## config.mk

```make
export PLATFORM = sky130hd
export DESIGN_NAME = vram_xfer_queue
export DESIGN_NICKNAME = d
export VERILOG_FILES = /design/src/rtl/vxq_pkg.sv /design/src/rtl/vxq_launch_delay.sv /design/src/rtl/vxq_dma_track.sv /design/src/rtl/vxq_flags.sv /design/src/rtl/vram_xfer_queue.sv
export SDC_FILE = /design/constraint.sdc
export NUM_CORES = 1
export LEC_CHECK = 0
export BUFFER_PORTS_ARGS = -buffer_cell sky130_fd_sc_hd__clkbuf_2
export CORE_UTILIZATION = 48
export DETAILED_ROUTE_END_ITERATION = 8
export GPL_ROUTABILITY_DRIVEN = 0
export PLACE_DENSITY = 0.72
export SLEW_MARGIN = 25
export SYNTH_ARGS = -nofsm -noshare
export SYNTH_HDL_FRONTEND = slang
export SYNTH_SLANG_ARGS = --single-unit
```

## constraint.sdc

```tcl
create_clock -name clk -period 6.4 [get_ports clk]
set_input_delay 0.64 -clock clk [delete_from_list [all_inputs] [get_ports clk]]
set_output_delay 0.64 -clock clk [all_outputs]
set_load 0.005 [all_outputs]
```

## src/rtl/vxq_pkg.sv

```systemverilog
`timescale 1ns/1ps
package vxq_pkg;
  localparam int unsigned CNT_W = 8;

  typedef struct packed {
    logic [CNT_W-1:0] words;
    logic             is_byte;
    logic             bg;
    logic             fg;
  } xfer_t;

  // slot budget for a request: byte access takes two slots per word
  function automatic logic [CNT_W:0] slots_of(input logic [CNT_W-1:0] w, input logic b);
    return b ? {w, 1'b0} : {1'b0, w};
  endfunction

  // words still owed by an entry whose slot budget is s
  function automatic logic [CNT_W-1:0] words_left(input logic [CNT_W:0] s, input logic b);
    return b ? s[CNT_W:1] : s[CNT_W-1:0];
  endfunction

  // does serving one slot with budget r (before the slot) retire a whole word
  function automatic logic unit_done(input logic [CNT_W:0] r, input logic b);
    return b ? r[0] : 1'b1;
  endfunction
endpackage

```

## src/rtl/vxq_launch_delay.sv

```systemverilog
`timescale 1ns/1ps
module vxq_launch_delay #(
  parameter int LAT_SLOTS = 4
) (
  input  logic clk,
  input  logic rst_n,
  input  logic launch,
  input  logic slot_strobe,
  input  logic active,
  output logic ready
);
  localparam int LAT_W = $clog2(LAT_SLOTS + 2);
  localparam logic [LAT_W-1:0] LAT_V = LAT_W'(LAT_SLOTS);

  logic [LAT_W-1:0] wait_q;

  always_ff @(posedge clk) begin
    if (!rst_n) begin
      wait_q <= '0;
    end else if (launch) begin
      wait_q <= LAT_V;
    end else if (slot_strobe && active && wait_q != '0) begin
      wait_q <= wait_q - 1'b1;
    end
  end

  assign ready = (wait_q == '0);
endmodule

```

## src/rtl/vxq_dma_track.sv

```systemverilog
`timescale 1ns/1ps
module vxq_dma_track #(
  parameter int TOT_W     = 12,
  parameter int STALL_LVL = 4
) (
  input  logic             clk,
  input  logic             rst_n,
  input  logic             start,
  input  logic             bg_finish,
  input  logic [TOT_W-1:0] tot_next,
  input  logic             tail_bg_next,
  input  logic             fill_wait,
  output logic             busy,
  output logic             done
);
  localparam logic [TOT_W-1:0] LVL_V = TOT_W'(STALL_LVL);

  logic busy_q, done_q, fg_release, clr;

  assign fg_release = busy_q && (tot_next <= LVL_V) && !tail_bg_next && !fill_wait;
  assign clr        = bg_finish || fg_release;

  always_ff @(posedge clk) begin
    if (!rst_n) begin
      busy_q <= 1'b0;
      done_q <= 1'b0;
    end else begin
      busy_q <= start ? 1'b1 : (clr ? 1'b0 : busy_q);
      done_q <= busy_q && clr && !start;
    end
  end

  assign busy = busy_q;
  assign done = done_q;
endmodule

```

## src/rtl/vxq_flags.sv

```systemverilog
`timescale 1ns/1ps
module vxq_flags #(
  parameter int TOT_W     = 12,
  parameter int STALL_LVL = 4
) (
  input  logic             clk,
  input  logic             rst_n,
  input  logic [TOT_W-1:0] tot_q,
  input  logic [TOT_W-1:0] tot_next,
  input  logic             rd_req,
  output logic             wr_stall,
  output logic             rd_stall,
  output logic             full,
  output logic             empty
);
  localparam logic [TOT_W-1:0] LVL_V = TOT_W'(STALL_LVL);

  logic rd_q;

  always_ff @(posedge clk) begin
    if (!rst_n) rd_q <= 1'b0;
    else        rd_q <= (rd_req || rd_q) && (tot_next != '0);
  end

  assign rd_stall = rd_q;
  assign wr_stall = (tot_q > LVL_V);
  assign full     = (tot_q >= LVL_V);
  assign empty    = (tot_q == '0);
endmodule

```

## src/rtl/vram_xfer_queue.sv

```systemverilog
`timescale 1ns/1ps
module vram_xfer_queue
  import vxq_pkg::*;
#(
  parameter int DEPTH     = 8,
  parameter int STALL_LVL = 4,
  parameter int LAT_SLOTS = 4,
  localparam int IDX_W    = $clog2(DEPTH),
  localparam int LEN_W    = $clog2(DEPTH + 1),
  localparam int TOT_W    = CNT_W + IDX_W + 1
) (
  input  logic             clk,
  input  logic             rst_n,
  input  logic             push_valid,
  input  logic [CNT_W-1:0] push_count,
  input  logic             push_byte,
  input  logic             push_bgdma,
  input  logic             push_fgdma,
  input  logic             slot_strobe,
  input  logic             rd_req,
  input  logic             fill_wait,
  output logic             wr_stall,
  output logic             rd_stall,
  output logic             fifo_full,
  output logic             fifo_empty,
  output logic             dma_busy,
  output logic             dma_done,
  output logic [TOT_W-1:0] level
);
  localparam logic [LEN_W-1:0] DEPTH_V = LEN_W'(DEPTH);

  // architectural state
  xfer_t            q_mem [DEPTH];
  logic [IDX_W-1:0] head_q;
  logic [LEN_W-1:0] len_q;
  logic [CNT_W:0]   rem_q;
  logic [TOT_W-1:0] total_q;

  // next state
  xfer_t            mem_n [DEPTH];
  logic [IDX_W-1:0] head_mid;
  logic [LEN_W-1:0] len_mid, len_n;
  logic [CNT_W:0]   rem_mid, rem_n;
  logic [TOT_W-1:0] tot_mid, tot_n;

  // named internal events
  logic   lat_ready, serve_fire, pop_fire, bg_finish;
  logic   push_ok, launch, insert_ahead, tail_bg_n;
  logic [IDX_W-1:0] tail_idx, tail_n_idx;
  xfer_t  head_e, new_e, moved_e;

  assign head_e     = q_mem[head_q];
  assign serve_fire = slot_strobe && (len_q != '0) && lat_ready;
  assign pop_fire   = serve_fire && (rem_q == {{CNT_W{1'b0}}, 1'b1});
  assign bg_finish  = pop_fire && head_e.bg;

  assign new_e.words   = push_count;
  assign new_e.is_byte = push_byte;
  assign new_e.bg      = push_bgdma;
  assign new_e.fg      = push_fgdma;

  always_comb begin
    mem_n        = q_mem;
    head_mid     = head_q;
    len_mid      = len_q;
    rem_mid      = rem_q;
    tot_mid      = total_q;
    push_ok      = 1'b0;
    launch       = 1'b0;
    insert_ahead = 1'b0;
    moved_e      = '0;

    // step 1: the slot strobe wears down the head entry
    if (serve_fire) begin
      rem_mid = rem_q - 1'b1;
      if (!head_e.bg && unit_done(rem_q, head_e.is_byte))
        tot_mid = total_q - 1'b1;
      if (pop_fire) begin
        head_mid = head_q + 1'b1;
        len_mid  = len_q - 1'b1;
        if (len_mid != '0)
          rem_mid = slots_of(q_mem[head_mid].words, q_mem[head_mid].is_byte);
      end
    end

    tail_idx = IDX_W'(head_mid + IDX_W'(len_mid) - IDX_W'(1));
    len_n    = len_mid;
    rem_n    = rem_mid;
    tot_n    = tot_mid;

    // step 2: a new request joins the queue
    push_ok = push_valid && (push_count != '0) && (len_mid != DEPTH_V);
    if (push_ok) begin
      if (len_mid == '0) begin
        mem_n[head_mid] = new_e;
        rem_n           = slots_of(push_count, push_byte);
        launch          = 1'b1;
      end else if (q_mem[tail_idx].bg) begin
        // the background DMA yields its place and moves one slot back
        insert_ahead = 1'b1;
        moved_e      = q_mem[tail_idx];
        if (len_mid == LEN_W'(1)) begin
          moved_e.words = words_left(rem_mid, moved_e.is_byte);
          rem_n         = slots_of(push_count, push_byte);
        end
        mem_n[IDX_W'(tail_idx + 1'b1)] = moved_e;
        mem_n[tail_idx]                = new_e;
      end else begin
        mem_n[IDX_W'(tail_idx + 1'b1)] = new_e;
      end
      len_n = len_mid + 1'b1;
      if (!push_bgdma) tot_n = tot_mid + TOT_W'(push_count);
    end

    if (len_n == '0) tot_n = '0;

    tail_n_idx = IDX_W'(head_mid + IDX_W'(len_n) - IDX_W'(1));
    tail_bg_n  = (len_n != '0) && mem_n[tail_n_idx].bg;
  end

  always_ff @(posedge clk) begin
    if (!rst_n) begin
      head_q  <= '0;
      len_q   <= '0;
      rem_q   <= '0;
      total_q <= '0;
      for (int i = 0; i < DEPTH; i++) q_mem[i] <= '0;
    end else begin
      head_q  <= head_mid;
      len_q   <= len_n;
      rem_q   <= rem_n;
      total_q <= tot_n;
      q_mem   <= mem_n;
    end
  end

  vxq_launch_delay #(.LAT_SLOTS(LAT_SLOTS)) u_delay (
    .clk         (clk),
    .rst_n       (rst_n),
    .launch      (launch),
    .slot_strobe (slot_strobe),
    .active      (len_q != '0),
    .ready       (lat_ready)
  );

  vxq_dma_track #(.TOT_W(TOT_W), .STALL_LVL(STALL_LVL)) u_dma (
    .clk          (clk),
    .rst_n        (rst_n),
    .start        (push_ok && (push_bgdma || push_fgdma)),
    .bg_finish    (bg_finish),
    .tot_next     (tot_n),
    .tail_bg_next (tail_bg_n),
    .fill_wait    (fill_wait),
    .busy         (dma_busy),
    .done         (dma_done)
  );

  vxq_flags #(.TOT_W(TOT_W), .STALL_LVL(STALL_LVL)) u_flags (
    .clk      (clk),
    .rst_n    (rst_n),
    .tot_q    (total_q),
    .tot_next (tot_n),
    .rd_req   (rd_req),
    .wr_stall (wr_stall),
    .rd_stall (rd_stall),
    .full     (fifo_full),
    .empty    (fifo_empty)
  );

  assign level = total_q;
endmodule

```

==> After elaboration in Yosys (flattened, before gate mapping) <==
Cells that the tools add are included.
{ "word_totals": {"regBits": 122, "inputBits": 17, "output_inout_bits": 18, "wordCells": 170} }
{ "classes": {"add_sub_neg": 12, "magnitude_cmp": 12, "eq_ne": 3, "n_mux": 56, "n_bitwise": 7, "reduce_logical": 39} }
{ "ops": {"columns": ["cell", "count"], "rows": [
  ["$bwmux W88", 4],
  ["$mux W88", 3],
  ["$bmux W11 S3", 4],
  ["$demux W11 S3", 3],
  ["$mux W9", 9],
  ["$mux W11", 7],
  ["$mux W12", 5],
  ["$mux W8", 5],
  ["$ge A4 B4 Y1 const B", 6],
  ["$not A3 Y4", 6],
  ["$logic_and A1 B1 Y1", 19],
  ["$mux W3", 6],
  ["$add A12 B8 Y12", 1],
  ["$ge A12 B3 Y1 const B", 1],
  ["$gt A12 B3 Y1 const B", 1],
  ["$le A12 B3 Y1 const B", 1],
  ["$logic_not A12 Y1", 1],
  ["$lt A4 B1 Y1 const B", 3],
  ["$mux W4", 3],
  ["$reduce_bool A12 Y1", 1],
  ["$reduce_bool A4 Y1", 3],
  ["$sub A12 B1 Y12 const B", 1],
  ["$eq A9 B1 Y1 const B", 1],
  ["$sub A3 B1 Y3 const B", 3],
  ["18 further kinds", 32]
]} }

==> Logic depth before layout (Yosys ltp) <==
{ "logic_depth": {"depth_word": 32, "mapped_depth": 29, "ltp_nobuf": 27} }

==> Modules after synthesis <==
From an unflattened synthesis, not the netlist that was laid out.
{ "unflattened": {"cells_unflattened": 1061, "area_unflattened_um2": 8978.6} }
{ "modules_own_cells": {"columns": ["mod", "instances", "cells_per_inst", "area_per_inst_um2", "seq_area_each_um2"], "rows": [
  ["vram_xfer_queue", 1, 1015, 8583.2, 2162.1],
  ["vxq_launch_delay", 1, 20, 175.2, 60.1],
  ["vxq_dma_track", 1, 12, 115.1, 40.0],
  ["vxq_flags", 1, 14, 105.1, 20.0]
]} }

==> Least setup slack after synthesis <==
OpenSTA, ideal clock, no wires.
{ "synth_timing": {"kind": "flip-flop to flip-flop", "from": "register len_q[0]", "to": "register u_dma.busy_q (netlist: u_dma.busy)", "setup_ps": 82, "arrival_time_ps": 5781, "t_required_ps": 6318, "path_slack_ps": 536, "path_stages_with_launch": 29, "n_path_buf": 3, "period_less_slack_ps": 5864, "path_cell_list": "dfxtp_1 > buf_2 > inv_1 > ha_1 > buf_2 > nor3b_1 > nor4_4 > clkbuf_1 > a21oi_1 > inv_1 > ha_1 > nand2_1 > nor4_2 > a21oi_2 > a21oi_1 > nor2_1 > nor2_1 > a21oi_1 > ha_1 > inv_1 > ha_1 > xnor2_1 > xnor3_1 > a211oi_1 > nor2_1 > or3b_2 > o221a_2 > a31o_1 > o221ai_1"} }
{ "synth_via": {"elab_chain_cells": 28, "word_cells_on_any_way": 69, "cone_classes": "add/sub: 8; order compare: 7; eq/ne: 1; mux: 29; bitwise: 4; reduce/logical: 20"} }
{ "synth_rtl": {"columns": ["element", "line_no", "source"], "rows": [
  ["start, declared", "vram_xfer_queue.sv:35", "logic [LEN_W-1:0] len_q;"],
  ["start signal, assigned", "vram_xfer_queue.sv:130", "len_q <= len_n;"],
  ["parallel branches: the longest is 28 deep, another holds $sub A4 B1 Y4", null, null],
  ["end signal, assigned", "vxq_dma_track.sv:28", "busy_q <= start ? 1'b1 : (clr ? 1'b0 : busy_q);"],
  ["end, declared", "vxq_dma_track.sv:18", "logic busy_q, done_q, fg_release, clr;"]
]} }
Parallel ways; which one is timed is not known. The select of a mux whose other input is x is not followed.
A chain may end at the register's enable or synchronous reset.

==> results.sh <==
export IMPL_status="finished, violations left"
export IMPL_violations="DRC"
export IMPL_critPathTopFamily="simple AND/OR/NAND/NOR gates"
export IMPL_wirelength_mm=39.1
export IMPL_clk_pin_slew_ns=0.06
export IMPL_drtAntennaViolNets=0
export IMPL_cts_made_buffers=17
export IMPL_place_detailed_hpwl_mm=28.2
export IMPL_finalSetupViolCount=0
export IMPL_drv_cap=0
export IMPL_cp_max_fo=12
export IMPL_nFillCells=1921
export IMPL_worst_pin_slew_ns=1.06
export IMPL_yosys_warnings=0
export IMPL_hp_class="in2reg"
export IMPL_htree_levels=4
export IMPL_postSynthNetCount=1321
export IMPL_whs_ns=0.472
export IMPL_clockBufferDepth=2
export IMPL_grtUsageMet2_pct=50.3
export IMPL_avgSynthCellArea_um2=7.97
export IMPL_layout_common_cells="nor2_1 (129), dfxtp_1 (112), nand2_1 (91)"
export IMPL_maxSlewHeadroom_pct=29.3
export IMPL_grt_util_met3_pct=9.54
export IMPL_nNetsFinal=1317
export IMPL_reg2reg_slack_ns=0.50
export IMPL_skew_ns=0.0216
export IMPL_vias_per_cell=7.34
export IMPL_grt_overflow=0
export IMPL_drive_gt1_share_pct=15.6
export IMPL_grt_busiest_layer="met2"
export IMPL_cts_tree="done"
export IMPL_async_flop_share_pct=0
export IMPL_required_ns=6.75
export IMPL_synthCells=1276
export IMPL_rows=52
export IMPL_fmax_mhz=169
export IMPL_synth_seq_cells=114
export IMPL_ys_flop_type="dfxtp_1"
export IMPL_powerDensity_mw_per_mm2=301
export IMPL_vias=11400
export IMPL_peakVddDrop_mv=0.228
export IMPL_die_w_um=148
export IMPL_dp_cells=1521
export IMPL_clockRootBuffer="clkbuf_16"
export IMPL_area_growth_syn_to_layout_pct=10.2
export IMPL_drt_iter0_drc=1948
export IMPL_gr_usage_all_layers_pct=35.8
export IMPL_instances_no_fill=1555
export IMPL_final_common_cell="nor2_1"
export IMPL_die_height_um=148
export IMPL_use_met1_pct=47.5
export IMPL_yosysSeqAreaShare_pct=22.4
export IMPL_cp_arrival_ns=6.26
export IMPL_setup_worst_path_end_class="register"
export IMPL_grt_pass1_vias=10500
export IMPL_die_area_mm2=0.0218
export IMPL_cts_sinks=114
export IMPL_cpMaxStageDelayCell="nor3_2"
export IMPL_post_route_period_util_pct=92.2
export IMPL_clk_latency_ns=0.43
export IMPL_grt_max_degree=65
export IMPL_dr_pass1_iters=9
export IMPL_io_buffers=34
export IMPL_r2r_cells=19
export IMPL_tns_ns=0
export IMPL_fin_crit_ns=5.90
export IMPL_synth_edf_count=0
export IMPL_start_util_pct=49.6
export IMPL_cp_buffers_inverters=3
export IMPL_drc=10
export IMPL_cp_common_cell="ha_1"
export IMPL_startpoint="rem_q[0]$_SDFF_PN0_"
export IMPL_slowest_delay_ns=0.69
export IMPL_diodes=0
export IMPL_leakagePower_nw=3.98
export IMPL_drv_slew=0
export IMPL_wl_per_cell_um=25.2
export IMPL_synth_area_mm2=0.0102
export IMPL_finalHoldViolations=0
export IMPL_ios=35
export IMPL_r2r_start="rem_q[0]$_SDFF_PN0_"
export IMPL_grt_pass1_wl_mm=59.8
export IMPL_path_depth=19
export IMPL_yosysUniqueCellTypes=99
export IMPL_cp_cell_sequence="ha_1 -> or4b_1 -> nor4_4 -> nor2_1 -> a21oi_1 -> inv_1 -> ha_1 -> inv_1 -> ha_1 -> xor2_1 -> nand3_2 -> o211ai_1 -> buf_4 -> nand3_2 -> o21ai_2 -> nand2_2 -> nor3_2 -> nand3_1 -> o21ai_0"
export IMPL_crit_type="reg2reg"
export IMPL_grt_setup_unrepaired="no"
export IMPL_setup_worst_path_start_class="register"
export IMPL_fp_coreArea_mm2=0.0205
export IMPL_regArea_mm2=0.00228
export IMPL_multi_input_area_mm2=0.00738
export IMPL_antenna_found_initial=1
## cells in the mapped netlist (8+ instances only)
master | count | share of area (%)
nor2_1 | 129 | 4.8
dfxtp_1 | 114 | 22
nand2_1 | 91 | 3.4
o21ai_0 | 80 | 3.9
a21oi_1 | 78 | 3.8
clkbuf_1 | 62 | 2.3
mux2i_1 | 52 | 5.1
nand3_1 | 52 | 2.6
nor3_1 | 42 | 2.1
a22oi_1 | 28 | 2.1
inv_1 | 28 | 1.0
mux4_2 | 28 | 6.2
a31oi_1 | 27 | 1.7
ha_1 | 27 | 3.3
xnor2_1 | 24 | 2.1
a211oi_1 | 22 | 1.6
buf_2 | 22 | 1.1
a221oi_1 | 18 | 1.5
and3_1 | 17 | 1.0
o31ai_1 | 17 | 1.3
mux2_2 | 15 | 1.7
o221ai_1 | 15 | 1.3
nor4_1 | 14 | 0.86
o211ai_1 | 13 | 0.96
and2_1 | 12 | 0.74
nand4_1 | 12 | 0.74
or3_1 | 12 | 0.74
or4_1 | 11 | 0.81
xor2_1 | 11 | 0.95
a21o_1 | 10 | 0.74
nand2b_1 | 10 | 0.62
nor3b_1 | 9 | 0.66
a32oi_1 | 8 | 0.69
buf_1 | 8 | 0.30
o21ai_1 | 8 | 0.39
## power by group
part | switching [W] | internal (W) | total [W]
clock network | 0.000393 | 0.000618 | 0.00101
logic | 0.000960 | 0.000520 | 0.00148
registers | 0.0000942 | 0.000790 | 0.000884
## worst min-delay path by stage
stage / start / to / slack, ns / depth (start not counted)
6_report: rd_req / u_flags.rd_stall$_SDFF_PN0_ / 0.47 / 3
5_1_grt: rd_req / u_flags.rd_stall$_SDFF_PN0_ / 0.46 / 3
4_1_cts: rd_req / u_flags.rd_stall$_SDFF_PN0_ / 0.46 / 3
3_5_place_dp: register / register / 0.49 / 2
3_3_place_gp: register / register / 0.47 / 2
2_1_floorplan: register / register / 0.45 / 2
## cell type report
type / count / share of cell area (%)
multi-input combinational: 1033 / 65.8
sequential: 114 / 20.4
timing repair buffer: 77 / 4.40
clock buffer: 18 / 3.83
tap: 270 / 3.01
clock inverter: 14 / 1.60
inverter: 29 / 0.971
## stage by stage
step / util, % / instance area (um^2) / total power (W) / worst slack, ns
2_1_floorplan: - / 10200 / 0.00187 / 0.536
3_3_place_gp: 51.6 / 10600 / 0.00227 / 0.645
3_5_place_dp: 51.6 / 10600 / 0.00228 / 0.555
4_1_cts: 54.6 / 11200 / 0.00330 / 0.503
5_1_grt: 54.7 / 11200 / 0.00349 / 0.119
6_report: 54.7 / 11200 / 0.00338 / 0.496
## metal layers
| metal | up-vias | routed length, um |
|---|---|---|
| met3 | 247 | 5520 |
| li1 | 4912 | - |
| met2 | 965 | 15800 |
| met4 | 0 | 2990 |
| met5 | - | 0 |
| met1 | 5294 | 14800 |
## cell families (layout without fill, tap and decap cells)
family / Yosys count / in the layout / synth area share, %
and+or+nand+nor: 451 / 451 / 22.4
xor gates and xnor gates: 39 / 39 / 3.91
muxes: 100 / 100 / 13.9
buffers and inverters: 129 / 138 / 5.38
adders and majority gates: 28 / 28 / 3.52
DFF: 114 / 114 / 22.4
AOI/OAI and AO/OA: 415 / 415 / 28.4
## worst reg2reg max path, stage by stage, from the launching register on
cell and delay (ns):
dfxtp_1 0.43, ha_1 0.19, or4b_1 0.64, nor4_4 0.41
nor2_1 0.08, a21oi_1 0.23, inv_1 0.14, ha_1 0.31
inv_1 0.06, ha_1 0.19, xor2_1 0.32, nand3_2 0.16
o211ai_1 0.54, buf_4 0.35, nand3_2 0.16, o21ai_2 0.27
nand2_2 0.26, nor3_2 0.69, nand3_1 0.21, o21ai_0 0.19
## repair_timing
action	in CTS	in global routing
endpoints found under the setup margin	0	2
hold buffers	0	0
resized for setup	0	1
buffers inserted	0	2
Note: power is estimated with default switching activity, not from simulation.
